==> config.mk <==
export PLATFORM = sky130hd
export DESIGN_NAME = capcmp_timer
export DESIGN_NICKNAME = d
export VERILOG_FILES = /design/src/rtl/capcmp_pkg.sv /design/src/rtl/capcmp_ctrl.sv /design/src/rtl/capcmp_edge.sv /design/src/rtl/capcmp_core.sv /design/src/rtl/capcmp_timer.sv
export SDC_FILE = /design/constraint.sdc
export NUM_CORES = 1
export LEC_CHECK = 0
export BUFFER_PORTS_ARGS = -buffer_cell sky130_fd_sc_hd__buf_2
export CORE_ASPECT_RATIO = 0.8
export CORE_UTILIZATION = 30
export DETAILED_ROUTE_END_ITERATION = 6
export GPL_ROUTABILITY_DRIVEN = 0
export PLACE_DENSITY = 0.5
export SLEW_MARGIN = 20
export SYNTH_ARGS = -nofsm -noshare
export SYNTH_HDL_FRONTEND = slang
export SYNTH_SLANG_ARGS = --single-unit
==> constraint.sdc <==
create_clock -name clk -period 1.7 [get_ports clk]
set_input_delay 0.34 -clock clk [delete_from_list [all_inputs] [get_ports clk]]
set_output_delay 0.34 -clock clk [all_outputs]
set_load 0.02 [all_outputs]
==> src/rtl/capcmp_pkg.sv <==
package capcmp_pkg;
  localparam int CTRL_EN   = 0;
  localparam int CTRL_CLR  = 1;
  localparam int CTRL_MODE = 2;
  localparam int CTRL_PWR  = 3;
  localparam int CTRL_W    = 4;

  typedef enum logic [1:0] {
    ADDR_CTRL = 2'd0,
    ADDR_CCR  = 2'd1,
    ADDR_CNT  = 2'd2,
    ADDR_NONE = 2'd3
  } reg_addr_e;

  typedef enum logic {
    MODE_FREE_CAPTURE = 1'b0,
    MODE_MATCH_CLEAR  = 1'b1
  } tmr_mode_e;
endpackage

==> src/rtl/capcmp_ctrl.sv <==
module capcmp_ctrl
  import capcmp_pkg::*;
#(
  parameter int STOP_LAT = 4
) (
  input  logic              clk,
  input  logic              rst_n,
  input  logic              wr_ctrl,
  input  logic [CTRL_W-1:0] ctrl_d,
  output logic              en_o,
  output tmr_mode_e         mode_o,
  output logic              pwr_o,
  output logic              act_o,
  output logic              clr_o
);
  localparam int SC_W = $clog2(STOP_LAT + 1);
  localparam logic [SC_W-1:0] SC_LAST = SC_W'(STOP_LAT - 1);

  logic            en_q;
  logic            pwr_q;
  logic            act_q;
  tmr_mode_e       mode_q;
  logic [SC_W-1:0] sc_q;

  assign clr_o  = wr_ctrl & ctrl_d[CTRL_CLR];
  assign en_o   = en_q;
  assign pwr_o  = pwr_q;
  assign act_o  = act_q;
  assign mode_o = mode_q;

  // Lock, mode and run bits.
  always_ff @(posedge clk or negedge rst_n) begin
    if (!rst_n) begin
      en_q   <= 1'b0;
      pwr_q  <= 1'b0;
      mode_q <= MODE_FREE_CAPTURE;
    end else if (wr_ctrl) begin
      en_q  <= ctrl_d[CTRL_EN];
      pwr_q <= ctrl_d[CTRL_PWR];
      if (!pwr_q) mode_q <= tmr_mode_e'(ctrl_d[CTRL_MODE]);
    end
  end

  // Activity: start on the next edge, stop after a fixed window.
  always_ff @(posedge clk or negedge rst_n) begin
    if (!rst_n) begin
      act_q <= 1'b0;
      sc_q  <= '0;
    end else if (wr_ctrl && ctrl_d[CTRL_EN]) begin
      act_q <= 1'b1;
      sc_q  <= '0;
    end else if (wr_ctrl && en_q) begin
      sc_q <= '0;
    end else if (!en_q && act_q) begin
      if (sc_q == SC_LAST) act_q <= 1'b0;
      else                 sc_q  <= sc_q + SC_W'(1);
    end
  end

  AST_PWR_LOCK: assert property (@(posedge clk) disable iff (!rst_n)
    (wr_ctrl && pwr_q) |=> $stable(mode_q));
  AST_PWR_JOINT: assert property (@(posedge clk) disable iff (!rst_n)
    (wr_ctrl && !pwr_q) |=> (mode_q == tmr_mode_e'($past(ctrl_d[CTRL_MODE]))));
  AST_START_NEXT: assert property (@(posedge clk) disable iff (!rst_n)
    (wr_ctrl && ctrl_d[CTRL_EN]) |=> act_q);
  AST_STOP_WINDOW: assert property (@(posedge clk) disable iff (!rst_n)
    (!en_q && act_q && sc_q != SC_LAST && !wr_ctrl) |=> act_q);
endmodule

==> src/rtl/capcmp_edge.sv <==
module capcmp_edge #(
  parameter int SYNC_N = 2
) (
  input  logic clk,
  input  logic rst_n,
  input  logic din,
  output logic rise_o
);
  logic [SYNC_N:0] chain;
  logic            last_q;

  assign chain[0] = din;

  for (genvar s = 0; s < SYNC_N; s++) begin : g_sync
    always_ff @(posedge clk or negedge rst_n) begin
      if (!rst_n) chain[s+1] <= 1'b0;
      else        chain[s+1] <= chain[s];
    end
  end

  always_ff @(posedge clk or negedge rst_n) begin
    if (!rst_n) last_q <= 1'b0;
    else        last_q <= chain[SYNC_N];
  end

  assign rise_o = chain[SYNC_N] & ~last_q;

  AST_RISE_SINGLE: assert property (@(posedge clk) disable iff (!rst_n)
    rise_o |=> !rise_o);
endmodule

==> src/rtl/capcmp_core.sv <==
module capcmp_core
  import capcmp_pkg::*;
#(
  parameter int CNT_W = 16
) (
  input  logic             clk,
  input  logic             rst_n,
  input  logic             act_i,
  input  tmr_mode_e        mode_i,
  input  logic             clr_i,
  input  logic             rise_i,
  input  logic             ccr_wr_i,
  input  logic [CNT_W-1:0] ccr_d_i,
  output logic [CNT_W-1:0] cnt_o,
  output logic [CNT_W-1:0] ccr_o,
  output logic             tout_o,
  output logic             irq_o
);
  logic [CNT_W-1:0] cnt_q;
  logic [CNT_W-1:0] ccr_q;
  logic             tout_q;
  logic             irq_q;
  logic             cap_ev;
  logic             match_ev;

  assign cap_ev   = (mode_i == MODE_FREE_CAPTURE) && rise_i;
  assign match_ev = (mode_i == MODE_MATCH_CLEAR) && act_i && (cnt_q == ccr_q);

  always_ff @(posedge clk or negedge rst_n) begin
    if (!rst_n) begin
      cnt_q  <= '0;
      ccr_q  <= '0;
      tout_q <= 1'b0;
      irq_q  <= 1'b0;
    end else begin
      if (clr_i || match_ev) cnt_q <= '0;
      else if (act_i)        cnt_q <= cnt_q + CNT_W'(1);

      if (cap_ev)        ccr_q <= cnt_q;
      else if (ccr_wr_i) ccr_q <= ccr_d_i;

      irq_q <= cap_ev | (match_ev & ~clr_i);

      if (clr_i || !act_i) tout_q <= 1'b0;
      else if (match_ev)   tout_q <= ~tout_q;
    end
  end

  assign cnt_o  = cnt_q;
  assign ccr_o  = ccr_q;
  assign irq_o  = irq_q;
  assign tout_o = tout_q & act_i;

  AST_IDLE_HOLD: assert property (@(posedge clk) disable iff (!rst_n)
    (!act_i && !clr_i) |=> (cnt_q == $past(cnt_q)));
  AST_FREE_WRAP: assert property (@(posedge clk) disable iff (!rst_n)
    (act_i && mode_i == MODE_FREE_CAPTURE && !clr_i && cnt_q == '1) |=> (cnt_q == '0));
  AST_CAPTURE: assert property (@(posedge clk) disable iff (!rst_n)
    (mode_i == MODE_FREE_CAPTURE && rise_i) |=> (ccr_q == $past(cnt_q) && irq_o));
  AST_MATCH_CLEAR: assert property (@(posedge clk) disable iff (!rst_n)
    (mode_i == MODE_MATCH_CLEAR && act_i && cnt_q == ccr_q && !clr_i) |=> (cnt_q == '0 && irq_o));
  AST_SOFT_CLEAR: assert property (@(posedge clk) disable iff (!rst_n)
    clr_i |=> (cnt_q == '0 && !tout_q));
  AST_IRQ_QUIET: assert property (@(posedge clk) disable iff (!rst_n)
    (!rise_i && !(mode_i == MODE_MATCH_CLEAR && act_i)) |=> !irq_o);
endmodule

==> src/rtl/capcmp_timer.sv <==
module capcmp_timer
  import capcmp_pkg::*;
#(
  parameter int CNT_W    = 16,
  parameter int STOP_LAT = 4,
  parameter int SYNC_N   = 2
) (
  input  logic             clk,
  input  logic             rst_n,
  input  logic             reg_wr,
  input  logic [1:0]       reg_waddr,
  input  logic [CNT_W-1:0] reg_wdata,
  input  logic [1:0]       reg_raddr,
  output logic [CNT_W-1:0] reg_rdata,
  input  logic             cap_in,
  output logic             tout,
  output logic             irq
);
  logic             wr_ctrl;
  logic             wr_ccr;
  logic             en;
  logic             pwr;
  logic             act;
  logic             clr;
  logic             rise;
  tmr_mode_e        mode;
  logic [CNT_W-1:0] cnt;
  logic [CNT_W-1:0] ccr;
  logic [CNT_W-1:0] ctrl_rd;

  assign wr_ctrl = reg_wr && (reg_addr_e'(reg_waddr) == ADDR_CTRL);
  assign wr_ccr  = reg_wr && (reg_addr_e'(reg_waddr) == ADDR_CCR);

  capcmp_ctrl #(.STOP_LAT(STOP_LAT)) u_ctrl (
    .clk    (clk),
    .rst_n  (rst_n),
    .wr_ctrl(wr_ctrl),
    .ctrl_d (reg_wdata[CTRL_W-1:0]),
    .en_o   (en),
    .mode_o (mode),
    .pwr_o  (pwr),
    .act_o  (act),
    .clr_o  (clr)
  );

  capcmp_edge #(.SYNC_N(SYNC_N)) u_edge (
    .clk   (clk),
    .rst_n (rst_n),
    .din   (cap_in),
    .rise_o(rise)
  );

  capcmp_core #(.CNT_W(CNT_W)) u_core (
    .clk     (clk),
    .rst_n   (rst_n),
    .act_i   (act),
    .mode_i  (mode),
    .clr_i   (clr),
    .rise_i  (rise),
    .ccr_wr_i(wr_ccr),
    .ccr_d_i (reg_wdata),
    .cnt_o   (cnt),
    .ccr_o   (ccr),
    .tout_o  (tout),
    .irq_o   (irq)
  );

  always_comb begin
    ctrl_rd            = '0;
    ctrl_rd[CTRL_EN]   = en;
    ctrl_rd[CTRL_MODE] = mode;
    ctrl_rd[CTRL_PWR]  = pwr;
  end

  always_comb begin
    case (reg_addr_e'(reg_raddr))
      ADDR_CTRL: reg_rdata = ctrl_rd;
      ADDR_CCR:  reg_rdata = ccr;
      ADDR_CNT:  reg_rdata = cnt;
      default:   reg_rdata = '0;
    endcase
  end
endmodule

==> results of run 1 <==
-- flip-flops by register name, summed over array words and instances (netlist names), 2 cells and up --
signal,flops
u_core.ccr_o,16
u_ctrl.sc_q,3
u_core.cnt_o,16
u_edge.chain,2
-- how the worst min path moves through the flow --
stage,end,from,slack (ps)
global route,u_core.ccr_o[8],rst_n,10
finish,u_core.ccr_o[8],rst_n,-6
CTS,u_core.ccr_o[6],rst_n,4
floorplan,u_core.ccr_o[0],rst_n,40
detailed placement,u_core.ccr_o[6],rst_n,330
global placement,u_core.ccr_o[6],rst_n,320
-- area by class of cell --
cell class              instances  share of cell area (%)
repair buffers                 69                   15.31
clock inverters                 1                  0.1647
clock buffers                   6                   2.388
well taps                     108                   4.446
multi-input cells             177                   40.96
inverters                       4                  0.4940
flip-flops and latches         44                   36.23
-- per-layer routing --
layer / track usage (%) / share of wire, % / vias to the layer above
met2: 23.27 / 42 / 42
li1: - / - / 937
met1: 22.70 / 53 / 888
met5: 0 / 0 / -
met4: 2.958 / 0.40 / 0
met3: 3.030 / 5.0 / 2
-- kinds of logic after synthesis --
group                    Yosys count  synth area share [%]
buffers and inverters             19                 4.512
AO/OA/AOI/OAI                     39                 11.28
AND/OR/NAND/NOR                   79                 16.05
flip-flops                        44                 45.13
XOR/XNOR                          32                 11.49
multiplexers                      24                 10.00
adder cells (fa/ha/maj)            3                 1.539
-- power groups by stage --
| stage | logic [W] | registers, W | clock network (W) |
|---|---|---|---|
| 3_3_place_gp | 0.00114 | 0.00152 | 0 |
| 3_5_place_dp | 0.00115 | 0.00152 | 0 |
| 2_1_floorplan | 0.000814 | 0.00147 | 0 |
| 4_1_cts | 0.00116 | 0.00150 | 0.000660 |
| 6_report | 0.00116 | 0.00150 | 0.000643 |
| 5_1_grt | 0.00129 | 0.00154 | 0.000707 |
-- per-stage QoR --
stage                     hold WS (ps)  setup TNS, ps  total power [W]  setup WS, ps
after floorplan                  44.41              0         0.002285         60.77
after global placement           322.3              0         0.002653         38.85
after detailed placement         330.6         -329.1         0.002671        -42.94
after CTS                        3.619              0         0.003326         49.53
after global routing             11.37         -196.2         0.003537        -38.62
final                           -5.604              0         0.003303         47.98
-- repair_timing --
item                                    CTS  global route
setup buffers                             0             1
gates resized for setup                   1             1
endpoints found under the setup margin   17            17
pin swaps                                 0             3
-- cell usage after synthesis, types with 4 or more instances --
cell type / number
a22o_1: 13
nand2_1: 25
dfrtp_1: 44
o21ai_0: 19
nor2_1: 24
nand3_1: 5
clkbuf_1: 6
xnor2_1: 16
inv_1: 4
xor2_1: 16
nor2b_1: 4
nor3_1: 4
mux2i_1: 21
==> qor.csv, run 1 <==
metric,value,unit
outcome,"complete, but fails checks",
failing checks,negative hold slack,
Critical R2R Capture,u_core.tout_q,
leakage,1.532,nW
"Net count, final",328,
FF-to-FF Start,u_core.cnt_o[13],
P_sw,0.001197,W
fmax,0.6053,GHz
Post-Syn Nets,267,
Crit Path Category,reg -> reg,
WP data required,1880,ps
CP startpoint,u_core.cnt_o[13],
core area,0.007910,mm^2
synth top area cells,"dfrtp_1 (45%), mux2i_1 (8.6%), xnor2_1 (5.7%), xor2_1 (5.7%), a22o_1 (4.7%)",
register area,0.001101,mm^2
layout cells sized above 1,29.24,%
RSZ-0062 raised after global routing,true,
CTS buffer count,5,
Synth top area share,45.13,%
clock root buffer,clkbuf_8,
Pint,0.002106,W
gr ovfl total,0,
H-tree depth,2,
Worst path max stage delay,390,ps
worst-path fanout max,3,
max-cap violations,0,
PwrDens,1087,mW/mm^2
Row Count,29,
setup violators final,0,
WL final,5965,um
diode count,0,
Crit path max-delay family,simple AND/OR/NAND/NOR gates,
Starting DRT DRC Count,66,
CP Data Arrival Time,1830,ps
part of the power in registers,45.4,%
"non-filler cells, final",409,
Sw Ratio,36.24,%
IO Count,42,
gr usage total,15.37,%
Via density,4.570,
Clock Path Buffers,2,
placed wire-length estimate,4350,um
most frequent cells in the layout,"dfrtp_1 (44), buf_2 (41), nand2_1 (25)",
syn_area_per_cell,10.17,um^2
CTS tree,done,
1st-pass router iterations,5,
Final Max Slew Viols,0,
Yosys warning total,0,
utilization after layout,38.42,%
worst min-delay path class,in -> async,
ys flop type,dfrtp_1,
Multi-input gate area,0.001245,mm^2
Synth async-reset ratio,100.0,%
DIE AREA,0.008500,mm^2
Worst Path Buf+Inv,0,
Synth Register Bits,44,
antenna violations before repair,0,
Post-Place Cells,401,
starting density of the core,30.84,%
clock share of power,19.5,%
mapped cell area,0.002440,mm^2
Syn-to-layout area delta,24.56,%
Synth area leader,dfrtp_1,
"most common cell after layout, fill and taps aside",dfrtp_1,
largest net degree at the start of global routing,34,
via count,1869,
DR DRC count,0,
Crit path depth,5,
post-route cell area,0.003039,mm^2
startpoint types,flop,
Die X,102.8,um
CP cell instances,xor2_1 -> nor4_2 -> nand4_2 -> o21a_1 -> o211a_1,
Skew-Pair Late Insertion Delay,290,ps
VDD IR max,0.3506,mV
Worst-Margin Slew,486.2,ps
end of the critical path,u_core.tout_q,
Syn Inst Count,240,
port bufs,41,
"antenna viol nets, final",0,
number of global-route vias before repair,1864,
clock skew,8.966,ps
wire per inst,14.58,um
Slowest cell on crit path,dfrtp_1,
sequential area share after synthesis,45.13,%
Reg2Reg Depth,5,
clk slew on worst S/H paths,90,ps
"EDFF count, synth",0,
hold_buf cts,0,
"Cell Area, Placed",0.002943,mm^2
WHS,-5.604,ps
part of the cycle the worst path needs,97.18,%
slew margin rel.,67.59,%
"reg-to-reg slack, setup",50,ps
CP Capture Type,flop,
Sink Count,44,
"Distinct cells, synth",35,
DIE HEIGHT,82.66,um
endpoints failing hold,12,
# fillers,836,
Comb pwr share,35.1,%
first-pass GRT wire length,9639,um
post-layout min period,1652,ps
No activity file was read; power rests on OpenSTA's default activity.
==> run 2: changes to the inputs <==
--- a/config.mk
+++ b/config.mk
@@ -6,11 +6,10 @@
 export NUM_CORES = 1
 export LEC_CHECK = 0
 export BUFFER_PORTS_ARGS = -buffer_cell sky130_fd_sc_hd__buf_2
-export CORE_ASPECT_RATIO = 0.8
 export CORE_UTILIZATION = 30
 export DETAILED_ROUTE_END_ITERATION = 6
 export GPL_ROUTABILITY_DRIVEN = 0
-export PLACE_DENSITY = 0.5
+export PLACE_DENSITY = 0.48
 export SLEW_MARGIN = 20
 export SYNTH_ARGS = -nofsm -noshare
 export SYNTH_HDL_FRONTEND = slang
==> constraint.sdc (replaced) <==
create_clock -name clk -period 2.05 [get_ports clk]
set_input_delay 0.41 -clock clk [delete_from_list [all_inputs] [get_ports clk]]
set_output_delay 0.41 -clock clk [all_outputs]
set_load 0.02 [all_outputs]
==> run 2 against run 1 <==
Compared with the run above:
- the run now ends clean
- die area is essentially flat
- count of clock-buffer cells in the layout grew 2
- cell area shrank 4.0%
- worst setup slack gained 76 ps
- highest routed layer unchanged
- routed wire length shrank 4.2%
- utilization shrank 1.0 points
- non-clock buffer count shrank 13
- clock skew shrank 5.5 ps
==> qor.csv, run 2 (same netlist as run 1, synthesis figures left out) <==
metric,value,unit,change
Starting DRT DRC Count,43,,was 66
Final WS setup,124.1,ps,was 47.98 ps
# fillers,827,,was 836
"antenna viol nets, final",0,,unchanged
"non-filler cells, final",391,,was 409
Worst Path Buf+Inv,2,,was 0
slew margin rel.,53.14,%,was 67.59%
CP Capture Type,primary output,,was flop
clk slew on worst S/H paths,80,ps,was 90 ps
endpoints failing hold,0,,was 12
most used cell along the critical path,buf_2,,
IO Count,42,,unchanged
Slowest cell on crit path,nor2b_2,,was dfrtp_1
FF-to-FF Start,u_core.cnt_o[11],,was u_core.cnt_o[13]
VDD IR max,0.3666,mV,was 0.3506 mV
fmax,0.5192,GHz,
core area,0.007807,mm^2,was 0.007910 mm^2
hold_buf cts,0,,unchanged
WP data required,1640,ps,was 1880 ps
Final Max Slew Viols,0,,unchanged
diode count,0,,unchanged
worst-path fanout max,13,,was 3
DP Worst Slack,-253.3,ps,was -42.94 ps
"reg-to-reg slack, setup",230,ps,was 50 ps
Skew-Pair Late Insertion Delay,290,ps,about the same
Critical R2R Capture,u_core.tout_q,,unchanged
RSZ-0062 raised after global routing,false,,was true
largest net degree at the start of global routing,45,,was 34
Post-Place Cells,383,,was 401
WHS,79.64,ps,was -5.604 ps
"most common cell after layout, fill and taps aside",dfrtp_1,,unchanged
worst min-delay path class,in -> async,,unchanged
Syn-to-layout area delta,19.64,%,was 24.56%
Die X,92.18,um,was 102.8 um
CP Data Arrival Time,1520,ps,was 1830 ps
leakage,1.460,nW,was 1.532 nW
DIE AREA,0.008497,mm^2,was 0.008500 mm^2
first-pass GRT wire length,9308,um,was 9639 um
PwrDens,927.0,mW/mm^2,was 1087 mW/mm^2
starting density of the core,31.25,%,was 30.84%
end of the critical path,reg_rdata[10],,was u_core.tout_q
Crit path depth,4,,was 5
Crit Path Category,in -> out,,was reg -> reg
startpoint types,input pin,,was flop
DR DRC count,0,,unchanged
part of the cycle the worst path needs,93.95,%,
post-layout min period,1926,ps,
H-tree depth,2,,unchanged
setup violators final,0,,unchanged
Reg2Reg Depth,5,,unchanged
antenna violations before repair,0,,unchanged
DIE HEIGHT,92.18,um,was 82.66 um
"Net count, final",315,,was 328
layout cells sized above 1,25.95,%,was 29.24%
CP cell instances,buf_2 -> nor2b_2 -> a22o_1 -> buf_2,,was xor2_1 -> nor4_2 -> nand4_2 -> o21a_1 -> o211a_1
CP startpoint,reg_raddr[1],,was u_core.cnt_o[13]
Worst-Margin Slew,699.7,ps,was 486.2 ps
Sink Count,44,,unchanged
Via density,4.606,,was 4.570
clock root buffer,clkbuf_8,,unchanged
Crit path max-delay family,simple AND/OR/NAND/NOR gates,,unchanged
1st-pass router iterations,4,,was 5
clock skew,3.510,ps,was 8.966 ps
Worst path max stage delay,560,ps,was 390 ps
setup_tns,0,ps,unchanged
wire per inst,14.61,um,was 14.58 um
Clock Path Buffers,2,,unchanged
placed wire-length estimate,4071,um,was 4350 um
via count,1801,,was 1869
Power Total,0.002706,W,was 0.003303 W
Row Count,32,,was 29
WL final,5712,um,was 5965 um
port bufs,41,,unchanged
CTS tree,done,,unchanged
gr ovfl total,0,,unchanged
max-cap violations,0,,unchanged
CTS buffer count,5,,unchanged
number of global-route vias before repair,1719,,was 1864
gr usage total,14.47,%,was 15.37%
most frequent cells in the layout,"dfrtp_1 (44), buf_2 (41), nand2_1 (25)",,unchanged
outcome,"complete, no violations",,"was complete, but fails checks"
## run 2: layer usage
layer | track usage, % | vias up | routed length [um]
met4 | 4.688 | 0 | 71
met5 | 0 | - | 0
met2 | 19.53 | 32 | 2230
met1 | 22.51 | 847 | 3219
met3 | 2.985 | 5 | 191
li1 | - | 917 | -
## run 2: where the power goes
group	internal, W	total [W]	switching (W)
Sequential	0.00106	0.00124	0.000186
Combinational	0.000416	0.000896	0.000480
Clock	0.000275	0.000565	0.000290
Total	0.00175	0.00271	0.000956
## run 2: through the flow
stage | util [%] | area [um^2]
finish | 37.39 | 2919
global route | 37.39 | 2919
CTS | 37.31 | 2913
detailed placement | 36.12 | 2820
global placement | 36.12 | 2820
floorplan | - | 2440
## run 2: what timing repair did
item / in CTS / in global routing
resized for setup: 1 / 1
gates cloned: 0 / 0
setup buffers: 0 / 0
setup endpoints to repair: 13 / 4
## run 2: cell type report
cell class              instances  area (um^2)  share of cell area (%)
clock buffers                   8        90.09                   3.086
inverters                       4        15.01                  0.5144
repair buffers                 56        342.8                   11.74
flip-flops and latches         44         1101                   37.72
well taps                     102        127.6                   4.372
multi-input cells             177         1242                   42.56
## run 2: worst reg2reg max path, cell delays in order (launching register included)
cell and delay (ps):
dfrtp_1 480, xor2_1 220, nor4_2 350, nand4_2 230
o21a_1 230, o211a_1 210
## run 2: worst min path at each step
stage                               start          endpoint  slack [ps]  cells after the start
after global placement    u_edge.chain[1]   u_edge.chain[2]         340                      0
after detailed placement  u_edge.chain[1]   u_edge.chain[2]         340                      0
final                               rst_n  u_core.ccr_o[10]          80                      2
after CTS                           rst_n  u_core.ccr_o[12]          90                      2
after floorplan                     rst_n   u_core.ccr_o[0]         110                      0
after global routing                rst_n  u_core.ccr_o[10]          90                      2
